### config.mk
export PLATFORM = sky130hd
export DESIGN_NAME = store_tag_rewriter
export DESIGN_NICKNAME = d
export VERILOG_FILES = /design/src/rtl/store_tag_rewriter.sv
export SDC_FILE = /design/constraint.sdc
export NUM_CORES = 1
export LEC_CHECK = 0
export CORE_ASPECT_RATIO = 1.25
export CORE_UTILIZATION = 30
export CTS_CLUSTER_DIAMETER = 120
export DETAILED_ROUTE_END_ITERATION = 6
export GPL_TIMING_DRIVEN = 0
export MAX_ROUTING_LAYER = met4
export PLACE_DENSITY = 0.44
export SYNTH_ARGS = -nofsm -noshare
export SYNTH_HDL_FRONTEND = slang
export SYNTH_SLANG_ARGS = --single-unit
### constraint.sdc
create_clock -name clk -period 8.4 [get_ports clk]
set_input_delay 2.1 -clock clk [delete_from_list [all_inputs] [get_ports clk]]
set_output_delay 2.1 -clock clk [all_outputs]
set_load 0.01 [all_outputs]
### src/rtl/store_tag_rewriter.sv
module store_tag_rewriter #(
  parameter int ST_PC_W = 4,
  parameter int LD_PC_W = 4,
  parameter int SQ_W    = 5,
  parameter int LQ_N    = 8
) (
  input  logic               clk,
  input  logic               rst_n,
  input  logic               st_wr_en,
  input  logic [ST_PC_W-1:0] st_wr_pc,
  input  logic               st_wr_valid,
  input  logic [SQ_W-1:0]    st_wr_sqi,
  input  logic               fp_wr_en,
  input  logic [LD_PC_W-1:0] fp_wr_ldpc,
  input  logic               fp_wr_valid,
  input  logic [ST_PC_W-1:0] fp_wr_stpc,
  input  logic               ckpt_take,
  input  logic               repair_start,
  input  logic               disp_en,
  input  logic [$clog2(LQ_N)-1:0] disp_slot,
  input  logic [LD_PC_W-1:0] disp_ldpc,
  input  logic               iss_en,
  input  logic [$clog2(LQ_N)-1:0] iss_slot,
  output logic               walk_busy,
  output logic               iss_valid,
  output logic [SQ_W-1:0]    iss_tag,
  output logic               iss_null,
  output logic               iss_redisp,
  output logic [LQ_N-1:0]    redisp_mask
);
  localparam int ST_N   = 1 << ST_PC_W;
  localparam int LD_N   = 1 << LD_PC_W;
  localparam int SLOT_W = $clog2(LQ_N);

  logic [ST_N-1:0]    cur_v, ck_v;
  logic [SQ_W-1:0]    cur_q [ST_N];
  logic [SQ_W-1:0]    ck_q  [ST_N];
  logic [LD_N-1:0]    fp_v;
  logic [ST_PC_W-1:0] fp_s  [LD_N];

  logic [LQ_N-1:0]    ld_v, ld_null, ld_rd, ld_done;
  logic [SQ_W-1:0]    ld_tag [LQ_N];

  logic               walk_on;
  logic [ST_N-1:0]    diff;
  logic [ST_PC_W-1:0] sel;
  logic               step, more;

  genvar gi;
  generate
    for (gi = 0; gi < ST_N; gi++) begin : g_diff
      assign diff[gi] = (cur_v[gi] != ck_v[gi]) ||
                        (cur_v[gi] && (cur_q[gi] != ck_q[gi]));
    end
  endgenerate

  always_comb begin
    sel = '0;
    for (int i = ST_N - 1; i >= 0; i--)
      if (diff[i]) sel = ST_PC_W'(i);
  end

  assign step = walk_on && (diff != '0);
  assign more = (diff & ~(ST_N'(1) << sel)) != '0;

  logic               old_v, new_v;
  logic [SQ_W-1:0]    old_q, new_q;
  assign old_v = ck_v[sel];
  assign old_q = ck_q[sel];
  assign new_v = cur_v[sel];
  assign new_q = cur_q[sel];

  logic [ST_PC_W-1:0] d_st;
  logic               d_null;
  logic [SQ_W-1:0]    d_tag;
  assign d_st   = fp_s[disp_ldpc];
  assign d_null = !fp_v[disp_ldpc] || !cur_v[d_st];
  assign d_tag  = d_null ? '0 : cur_q[d_st];

  logic iss_fire, rep_go;
  assign iss_fire = iss_en && !walk_on && ld_v[iss_slot];
  assign rep_go   = repair_start && !walk_on;

  always_ff @(posedge clk) begin
    if (!rst_n) begin
      cur_v   <= '0;
      ck_v    <= '0;
      walk_on <= 1'b0;
      for (int i = 0; i < ST_N; i++) begin
        cur_q[i] <= '0;
        ck_q[i]  <= '0;
      end
    end else if (!walk_on) begin
      if (ckpt_take) begin
        ck_v <= cur_v;
        for (int i = 0; i < ST_N; i++) ck_q[i] <= cur_q[i];
      end
      if (st_wr_en) begin
        cur_v[st_wr_pc] <= st_wr_valid;
        cur_q[st_wr_pc] <= st_wr_sqi;
      end
      if (repair_start) walk_on <= 1'b1;
    end else begin
      if (step) begin
        ck_v[sel] <= new_v;
        ck_q[sel] <= new_q;
      end
      if (!more) walk_on <= 1'b0;
    end
  end

  always_ff @(posedge clk) begin
    if (!rst_n) begin
      fp_v <= '0;
      for (int i = 0; i < LD_N; i++) fp_s[i] <= '0;
    end else if (fp_wr_en) begin
      fp_v[fp_wr_ldpc] <= fp_wr_valid;
      fp_s[fp_wr_ldpc] <= fp_wr_stpc;
    end
  end

  always_ff @(posedge clk) begin
    if (!rst_n) begin
      ld_v    <= '0;
      ld_null <= '0;
      ld_rd   <= '0;
      ld_done <= '0;
      for (int s = 0; s < LQ_N; s++) ld_tag[s] <= '0;
    end else begin
      for (int s = 0; s < LQ_N; s++) begin
        if (disp_en && disp_slot == SLOT_W'(s)) begin
          ld_v[s]    <= 1'b1;
          ld_null[s] <= d_null;
          ld_tag[s]  <= d_tag;
          ld_rd[s]   <= 1'b0;
          ld_done[s] <= 1'b1;
        end else begin
          if (iss_fire && iss_slot == SLOT_W'(s)) begin
            ld_v[s]  <= 1'b0;
            ld_rd[s] <= 1'b0;
          end
          if (step && ld_v[s] && !ld_null[s] && !ld_done[s] &&
              old_v && ld_tag[s] == old_q) begin
            ld_tag[s]  <= new_q;
            ld_null[s] <= !new_v;
            ld_rd[s]   <= 1'b1;
            ld_done[s] <= 1'b1;
          end
          if (rep_go) ld_done[s] <= 1'b0;
        end
      end
    end
  end

  assign walk_busy   = walk_on;
  assign iss_valid   = iss_fire;
  assign iss_tag     = ld_tag[iss_slot];
  assign iss_null    = ld_null[iss_slot];
  assign iss_redisp  = ld_rd[iss_slot];
  assign redisp_mask = ld_rd;
endmodule

==> summary.txt, run 1 <==
Place
  – Pre-CTS setup slack: roughly 0.024 ns
  – IO Port Bufs: 48
  – HPWL Detailed: around 70,000 µm
  – Routability cong.: roughly 1.0

Pwr
  – Power per cell area: ~240 mW/mm²
  – Leakage: about 8.0 nW
  – Power, Total: about 0.0057 W
  – Worst IR drop on VDD: around 0.14 mV

Clock network
  – Post-CTS sizing: 0
  – CTS tree: built
  – Worst skew pair latency: about 0.6 ns
  – Total CTS buffers: between 40 and 50
  – Setup repair bufs after CTS: 0
  – # hold bufs at CTS: 0
  – Clock Tree Root: clkbuf_16
  – CTS Sinks: 345
  – Clock-pin slew of the registers on the worst-case setup and hold paths: roughly 0.060 ns
  – H-tree depth: 2
  – Bufs on Longest Clock Path: 3

Timing
  – Fmax achieved: approximately 130 MHz
  – Tcrit/Tclk final: 92.8%
  – RSZ-0062 raised after global routing: false
  – Setup violators final: 0
  – Setup TNS: 0 ns
  – Relative slew margins: approximately 4.6%
  – Clock Skews: about 0.038 ns
  – Post-route minimum period: 7.79 ns
  – Slew @ Worst Pin: about 1.4 ns
  – Final hold violation count: 0
  – Fin. max-slew vios: 0
  – Final worst slack: 0.606 ns

Routing
  – DR vias/cell: around 6
  – Initial DRC Count: between 1.5k and 2k
  – ANT nets after route: 0
  – Post-route DRC: 0
  – First-pass iteration count of the detailed router: 6
  – Routed vias: 17.5k
  – Avg WL per Cell: a little over 30 µm
  – Final WL: roughly 91,000 µm

Worst hold path
  – Hold path depth: 2
  – Hold Path Class: flop to flop
  – Worst Hold End: fp_v[8]
  – Hold_sp: fp_v[8]

Worst setup path
  – Worst reg2reg endpoint: ld_tag[5][3]
  – CP startpoint kind: flop
  – Reg2Reg Depth: 16
  – Setup CP Type: flop to flop
  – Req. time, crit path: roughly 9 ns
  – Reg2Reg Setup Slack: between 0.6 and 0.7 ns
  – Largest fanout on the critical path: 10
  – Reg2reg start: cur_q[11][4]
  – Critical path endpoint category: flop
  – Data arrival time of the worst path: ~8.2 ns

GRT
  – GR Overflow Total: 0
  – First-pass GRT wire length: roughly 130,000 µm
  – Vias in the first global route: roughly 17k
  – Largest net degree at the start of global routing: 14
  – Total global-route track usage: between 20% and 30%
  – Initial antenna violation count: 0

Synth
  – Total of warnings raised by yosys: 0
  – Cell variety after synth: 77
  – Number of synthesized flops with an enable pin: ~260
  – Synth Instances: roughly 2.0k
  – Register area share after synthesis: a little under half
  – Cell Area, Synth: 0.0204 mm²
  – Ys async rst share: 0%
  – Top FF cell, synth: edfxtp_1
  – Synthesis-stage register bit count: between 300 and 400
  – Synth Net Count: 2,033
  – Syn avg cell area: just over 10 µm²

Finish
  – Reg area: between 0.009 and 0.01 mm²
  – Share of cells above drive strength 1: under 10%
  – # diodes: 0
  – Fill cells: about 6.7k
  – Area of the multi-input gates: 0.0101 mm²
  – Area grow syn2layout: 14.6%
  – Layout Nets: around 2.1k

Die
  – Die height: a little under 300 µm
  – Area of the die: between 0.06 and 0.07 mm²
  – Initial core utilization: between 30% and 40%
  – Die W: roughly 240 µm
  – Io pins: between 50 and 60
  – Core box area: 0.0670 mm²
  – FP Rows: 106

Status
  – Status: finished clean

Flow run
  – Max-Cap Viols: 0
[cell type report]
| cell class | count | share of cell area [%] |
|---|---|---|
| clock buffers | 52 | 4.75 |
| inverters | 60 | 0.964 |
| well taps | 864 | 4.63 |
| clock inverters | 24 | 1.22 |
| plain buffers | 123 | 2.16 |
| repair buffers | 50 | 2.14 |
| flip-flops and latches | 345 | 40.9 |
| multi-input cells | 1468 | 43.3 |
[routing by layer]
metal / vias up / share of wire [%] / GRT usage [%]
met5: - / 0 / -
met4: 0 / 6.0 / 14.5
met3: 220 / 6.1 / 3.47
met2: 759 / 47 / 43.1
met1: 8853 / 41 / 32.7
li1: 7670 / - / -
[metrics by stage]
step	cell area, µm²	utilization [%]	hold slack [ns]	instances
floorplan	20400	-	0.442	1996
global placement	21900	32.8	0.451	2908
detailed placement	21900	32.8	0.458	2909
CTS	23300	34.8	0.472	2985
global route	23400	34.9	0.510	2986
finish	23400	34.9	0.472	2986
[where the power goes]
| group | internal (W) | total, W | leakage, nW | switching (W) |
|---|---|---|---|---|
| clock network | 0.00110 | 0.00189 | 0.677 | 0.000796 |
| registers | 0.00194 | 0.00204 | 3.38 | 0.000101 |
| logic | 0.000482 | 0.00176 | 3.96 | 0.00128 |
[cells in the final DEF (no fill, tap or decap), drive strengths merged, types with 18 or more instances in the layout]
master and count:
o21ai 127, inv 62, nor3 47, mux4 65, o211ai 32, a22o 52, xnor2 58, xor2 40
nand4 34, dfxtp 81, o22ai 30, and3 18, edfxtp 264, a21oi 60, nor2 132, nand2b 20
nand2 213, and2 201, nand3 73, buf 29, clkdlybuf4s50 48, clkbuf 148, mux2i 31
[cell usage after synthesis (12+ instances only)]
master	number	area (µm²)
xnor2_1	58	508
dfxtp_1	81	1620
nor4_1	12	75.1
inv_1	59	221
xor2_1	40	350
o211ai_1	32	240
clkbuf_1	96	360
o21ai_0	119	596
and3_1	17	106
nand2_1	213	800
a31oi_1	13	81.3
nand2b_1	18	113
buf_1	13	48.8
o22ai_1	30	188
nor2_1	132	495
nand3_1	73	365
nand4_1	34	213
or3_1	15	93.8
nor3_1	45	225
mux2i_1	31	310
edfxtp_1	264	7930
o31ai_1	12	90.1
mux2_2	15	169
and2_1	201	1260
a22o_1	52	455
mux4_2	65	1460
a21oi_1	60	300
o211a_1	13	130
[how the worst max path moves through the flow]
stage                  from      endpoint  slack (ns)
2_1_floorplan   iss_slot[0]    iss_tag[1]        2.46
3_3_place_gp   disp_ldpc[0]  ld_tag[7][4]        0.06
3_5_place_dp   disp_ldpc[0]  ld_tag[7][4]        0.02
4_1_cts        disp_ldpc[0]  ld_tag[7][4]        0.65
5_1_grt        disp_ldpc[0]  ld_tag[7][4]        0.37
6_report       cur_q[11][4]  ld_tag[5][3]        0.61
[kinds of logic after synthesis]
group,synth area share (%)
simple gates,20.8
xor+xnor,4.21
compound gates,15.0
mux,9.54
buf+inv,3.58
flops,46.9
[sequential cells by signal, indices dropped and copies added (netlist names)]
register and flops:
ck_q 80, ld_tag 40, ld_null 8, redisp_mask 8, walk_busy 1, fp_s 64
fp_v 16, ld_done 8, ck_v 16, ld_v 8, cur_v 16, cur_q 80
[worst max-delay path, stage by stage (launching register included)]
cell,delay [ns]
edfxtp_1,0.50
xor2_1,0.18
nor4_1,0.57
a41oi_1,0.40
a211oi_1,0.72
o211ai_1,0.47
nand2_1,0.46
clkbuf_1,0.67
buf_1,0.57
clkbuf_1,0.71
nand2_1,0.11
nand3_1,0.11
nand3_1,0.09
nand3_1,0.70
clkbuf_1,1.01
a31oi_1,0.17
nor2_1,0.17
Note: power is estimated with default switching activity, not from simulation.
==> run 2, diff against run 1 <==
Settings changed: CORE_MARGIN set to 3, CTS_CLUSTER_SIZE set to 40.
==> summary.txt, run 2 (synthesized netlist as in run 1, its figures left out) <==
Worst setup path
  – Req. time, crit path: approximately 8.7 ns
  – Critical path endpoint category: flop
  – Largest fanout on the critical path: 10
  – CP Cell Sequence: clkdlybuf4s50_1 -> buf_1 -> mux4_2 -> mux4_2 -> clkbuf_1 -> clkbuf_1 -> clkbuf_1 -> mux4_2 -> mux2_2 -> o211ai_1 -> inv_1 -> mux2i_1 -> nor2b_1
  – Data arrival time of the worst path: a little over 8 ns
  – Crit-path max cell delay: 1.13 ns
  – Setup CP Type: primary input to flop
  – CP startpoint kind: primary input
  – Reg2Reg Depth: 16
  – Slowest CP cell: o211ai_1

Pwr
  – Clock share of power: between 20% and 30%
  – Sequential group share of total power: 42.6%
  – Combinational cell fraction of total power: between 30% and 40%
  – Leakage: about 7.6 nW
  – Psw: roughly 0.002 W
  – Sw Ratio: between 40% and 50%
  – Worst IR drop on VDD: 0.122 mV
  – Power per cell area: ~210 mW/mm²
  – Pint: approximately 0.0028 W

Routing
  – Met1 wire length: ~36,000 µm
  – Met2 WL: roughly 42,000 µm
  – Initial DRC Count: between 1.5k and 2k
  – DR vias/cell: ~5.9
  – Final WL: 89,000 µm
  – First-pass iteration count of the detailed router: 6
  – DR WL met3: approximately 5400 µm
  – Topmost layer with routed signal wires: met4
  – ANT nets after route: 0
  – Routed vias: between 15k and 20k
  – Avg WL per Cell: 30.3 µm
  – Post-route DRC: 0

Place
  – IO Port Bufs: 48
  – Routability cong.: about 1.0
  – Area after DPL: between 0.02 and 0.025 mm²
  – HPWL Detailed: 69,800 µm
  – Pre-CTS setup slack: -0.0817 ns

Timing
  – Clock Skews: approximately 0.036 ns
  – Relative slew margins: between 1.5 and 2%
  – Fmax achieved: approximately 130 MHz
  – Slew @ Worst Pin: 1.47 ns
  – Tcrit/Tclk final: about 94%
  – Final hold violation count: 0
  – Final worst slack: around 0.47 ns
  – Setup violators final: 0
  – Post-route minimum period: between 7 and 8 ns
  – RSZ-0062 raised after global routing: false
  – Fin. max-slew vios: 0

GRT
  – Largest net degree at the start of global routing: 42
  – Vias in the first global route: between 15k and 20k
  – GR Overflow Total: 0
  – Total global-route track usage: about a quarter
  – Initial antenna violation count: 0
  – First-pass GRT wire length: roughly 130,000 µm

Clock network
  – Clock-pin slew of the registers on the worst-case setup and hold paths: 0.14 ns
  – Total CTS buffers: 14
  – Post-CTS sizing: 0
  – Bufs on Longest Clock Path: 3
  – CTS Sinks: 345
  – Clock Tree Root: clkbuf_16
  – Worst skew pair latency: about 0.58 ns
  – # hold bufs at CTS: 0
  – Setup repair bufs after CTS: 0
  – H-tree depth: 1
  – CTS tree: built

Finish
  – Layout Nets: approximately 2.1k
  – Post-layout util: between 30% and 40%
  – Share of cells above drive strength 1: 6.87%
  – Area grow syn2layout: 10.1%
  – Top flop regs: ck_q x80, cur_q x80, fp_s x64
  – # diodes: 0
  – Commonest cells after routing, fill and taps aside: edfxtp_1 (264), nand2_1 (213), and2_1 (201)
  – Fill cells: approximately 6.8k
  – Commonest non-fill, non-tap cell in the layout: edfxtp_1
  – Fin area: 0.0224 mm²

Flow run
  – Max-Cap Viols: 1

Die
  – Die height: roughly 300 µm
  – Io pins: 54
  – FP Rows: 106
  – Area of the die: between 0.07 and 0.08 mm²
  – Core box area: between 0.06 and 0.07 mm²
  – Initial core utilization: slightly above 30%
  – Die W: about 240 µm

Status
  – Status: complete, but fails checks
  – Failing checks: max-capacitance violations

Worst hold path
  – Hold Path Class: flop to flop
  – Hold path depth: 2
-- run 2: cell count changes in the layout (fill, tap and decap cells not counted), moves of 5 or more --
cell	before	now
clkbuf_16	42	15
clkinv_2	7	0
clkbuf_1	104	98
bufinv_16	5	0
clkinv_1	6	1
-- run 2: worst paths after layout --
| kind | startpoint | endpoint | slack, ns |
|---|---|---|---|
| setup / recovery | disp_ldpc[0] | ld_tag[7][4] | 0.47 |
| hold / removal | fp_v[11] | fp_v[11] | 0.47 |
| setup reg to reg | cur_q[11][0] | ld_tag[5][3] | 0.65 |
| hold reg to reg | fp_v[11] | fp_v[11] | 0.47 |
-- run 2: metal layers --
layer	GRT usage (%)	vias up
li1	-	7559
met1	31.5	8620
met2	40.7	805
met3	2.72	190
met4	12.7	0
met5	-	-
-- run 2: cell type report --
class | count | area [µm²] | area share, %
plain buffers | 123 | 504 | 2.25
multi-input cells | 1468 | 10100 | 45.0
inverters | 60 | 225 | 1.00
clock buffers | 17 | 383 | 1.71
well taps | 864 | 1080 | 4.82
repair buffers | 48 | 480 | 2.14
clock inverters | 6 | 121 | 0.541
flip-flops and latches | 345 | 9550 | 42.5
-- run 2: through the flow --
| stage | hold WS (ns) | std cells | total power, W | setup TNS, ns |
|---|---|---|---|---|
| after floorplan | 0.442 | 1996 | 0.00300 | 0 |
| after global placement | 0.459 | 2908 | 0.00378 | -0.0206 |
| after detailed placement | 0.455 | 2908 | 0.00378 | -0.136 |
| after CTS | 0.478 | 2931 | 0.00476 | 0 |
| after global routing | 0.510 | 2931 | 0.00492 | 0 |
| final | 0.474 | 2931 | 0.00477 | 0 |
-- run 2: worst max-delay path, delay by kind of cell --
kind                   cells  cell delay, ns
and+or+nand+nor            1            0.08
AOI/OAI and AO/OA          1            1.13
buffers and inverters      6            3.38
muxes                      5            1.53
-- run 2: power groups by stage --
stage                     Combinational, W  Sequential, W  Clock (W)
after global placement             0.00171        0.00207          0
after global routing               0.00182        0.00204    0.00106
final                              0.00175        0.00203   0.000991
after detailed placement           0.00171        0.00207          0
after floorplan                   0.000981        0.00202          0
after CTS                          0.00172        0.00203    0.00101
==> run 3, diff against run 2 <==
Settings changed: CORE_ASPECT_RATIO 1.25 to 0.75, MAX_ROUTING_LAYER met4 to not set.
==> summary.txt, run 3 (synthesized netlist as in run 1, its figures left out) <==
Die
  – Area of the die: 0.0711 mm²
  – Core box area: ~0.067 mm²
  – Initial core utilization: about 30%
  – Die W: 307 µm
  – FP Rows: approximately 80
  – Io pins: 54
  – Die height: roughly 230 µm

GRT
  – Largest net degree at the start of global routing: 42
  – First-pass GRT wire length: between 100,000 and 150,000 µm
  – GR Overflow Total: 0
  – Initial antenna violation count: 4
  – Vias in the first global route: between 15k and 20k
  – Total global-route track usage: a little over a quarter

Place
  – Area after DPL: 0.0220 mm²
  – IO Port Bufs: 48
  – HPWL Detailed: 75,700 µm
  – Routability cong.: 1.04
  – Placed Instances: roughly 3k
  – Pre-CTS setup slack: -0.0648 ns

Pwr
  – Power per cell area: roughly 210 mW/mm²
  – Leakage: 7.61 nW
  – Worst IR drop on VDD: between 0.1 and 0.15 mV

Clock network
  – Clock Tree Root: clkbuf_16
  – Total CTS buffers: 14
  – Clock-pin slew of the registers on the worst-case setup and hold paths: ~0.16 ns
  – Worst skew pair latency: between 0.5 and 0.6 ns
  – CTS tree: built
  – # hold bufs at CTS: 0
  – CTS Sinks: approximately 350
  – H-tree depth: 1
  – Bufs on Longest Clock Path: 3

Timing
  – RSZ-0062 raised after global routing: false
  – Fmax achieved: approximately 120 MHz
  – Slew @ Worst Pin: 1.40 ns
  – Final hold violation count: 0
  – Tcrit/Tclk final: 101%
  – Final worst slack: -0.0931 ns
  – Relative slew margins: between 6 and 7%
  – Hold Slack: ~0.48 ns
  – Setup TNS: -0.857 ns
  – Setup violators final: 16
  – Clock Skews: between 0.06 and 0.07 ns
  – Post-route minimum period: approximately 8.5 ns
  – Fin. max-slew vios: 0

Worst setup path
  – Cell mode on critical path: nand2_1
  – Crit-path max cell delay: ~0.83 ns
  – Reg2Reg Setup Slack: -0.09 ns
  – Slowest CP cell: a211oi_1
  – CP Cell Sequence: xor2_1 -> nor4_1 -> a41oi_1 -> a211oi_1 -> o211ai_1 -> nand2_1 -> buf_1 -> buf_1 -> clkbuf_2 -> nand2_1 -> nand3_1 -> nand3_1 -> nand4_1 -> clkdlybuf4s15_1 -> nand2_1 -> mux2i_1
  – CP startpoint kind: flop
  – Data arrival time of the worst path: between 8 and 9 ns
  – Req. time, crit path: approximately 8.8 ns
  – Critical path endpoint category: flop
  – Largest fanout on the critical path: 10
  – Setup CP Type: flop to flop
  – CP Buf/Inv Count: 4
  – Critical path's top delay family: buffers and inverters

Finish
  – Commonest non-fill, non-tap cell in the layout: edfxtp_1
  – Final std cells w/o fill: approximately 3.0k
  – Area grow syn2layout: 10.6%
  – Share of cells above drive strength 1: roughly 7.2%
  – Top flop regs: ck_q x80, cur_q x80, fp_s x64
  – Layout Nets: 2,104
  – Fin area: roughly 0.023 mm²
  – Commonest cells after routing, fill and taps aside: edfxtp_1 (264), nand2_1 (213), and2_1 (201)
  – # diodes: 0

Routing
  – Post-route DRC: 1
  – DR vias/cell: between 6 and 7
  – Routed vias: between 15k and 20k
  – First-pass iteration count of the detailed router: 7
  – Avg WL per Cell: ~32 µm
  – Initial DRC Count: between 2k and 3k
  – Final WL: 95,700 µm
  – ANT nets after route: 0

Worst hold path
  – Hold Path Class: flop to flop

Status
  – Status: complete, but fails checks
  – Failing checks: design-rule violations, negative setup slack

Flow run
  – Max-Cap Viols: 0
==> run 3: final cells by class <==
class | count | area, µm²
buffer | 123 | 512
clock buffer | 19 | 390
clock inverter | 5 | 105
fill | 6760 | 44500
inverter | 60 | 225
multi-input combinational | 1468 | 10100
sequential | 345 | 9550
tap | 882 | 1100
timing repair buffer | 55 | 544
==> run 3: path summary, 6_finish.rpt <==
path	startpoint	to	depth (start not counted)
setup / recovery	ck_q[11][4]	ld_tag[6][4]	16
hold / removal	fp_v[3]	fp_v[3]	2
setup reg to reg	ck_q[11][4]	ld_tag[6][4]	16
hold reg to reg	fp_v[3]	fp_v[3]	2
==> run 3: through the flow <==
stage / power, W / utilization [%]
CTS: 0.00475 / 33.6
global placement: 0.00378 / 32.8
floorplan: 0.00300 / -
finish: 0.00482 / 33.6
detailed placement: 0.00378 / 32.9
global route: 0.00494 / 33.6
==> run 3: routing by layer <==
metal,global-route usage [%],wire (µm)
met3,9.51,13200
met5,0,0
met4,5.33,2130
met1,41.7,45200
met2,33.1,35200
==> run 3: worst register-to-register path, stage by stage (launching register included) <==
cell             delay, ns
edfxtp_1              0.59
xor2_1                0.23
nor4_1                0.77
a41oi_1               0.50
a211oi_1              0.83
o211ai_1              0.52
nand2_1               0.57
buf_1                 0.82
buf_1                 0.71
clkbuf_2              0.58
nand2_1               0.12
nand3_1               0.15
nand3_1               0.16
nand4_1               0.71
clkdlybuf4s15_1       0.79
nand2_1               0.12
mux2i_1               0.19
==> run 3: where the power goes <==
part	total, W	switching [W]	leakage [nW]	internal (W)
sequential	0.00205	0.000117	3.38	0.00193
combinational	0.00178	0.00129	3.99	0.000487
clock	0.000986	0.000627	0.233	0.000359
==> run 3: what timing repair did <==
item | CTS | global route
buffers inserted | 0 | 0
hold endpoints to repair | 0 | 0
endpoints found under the setup margin | 0 | 21
gates resized for setup | 0 | 6
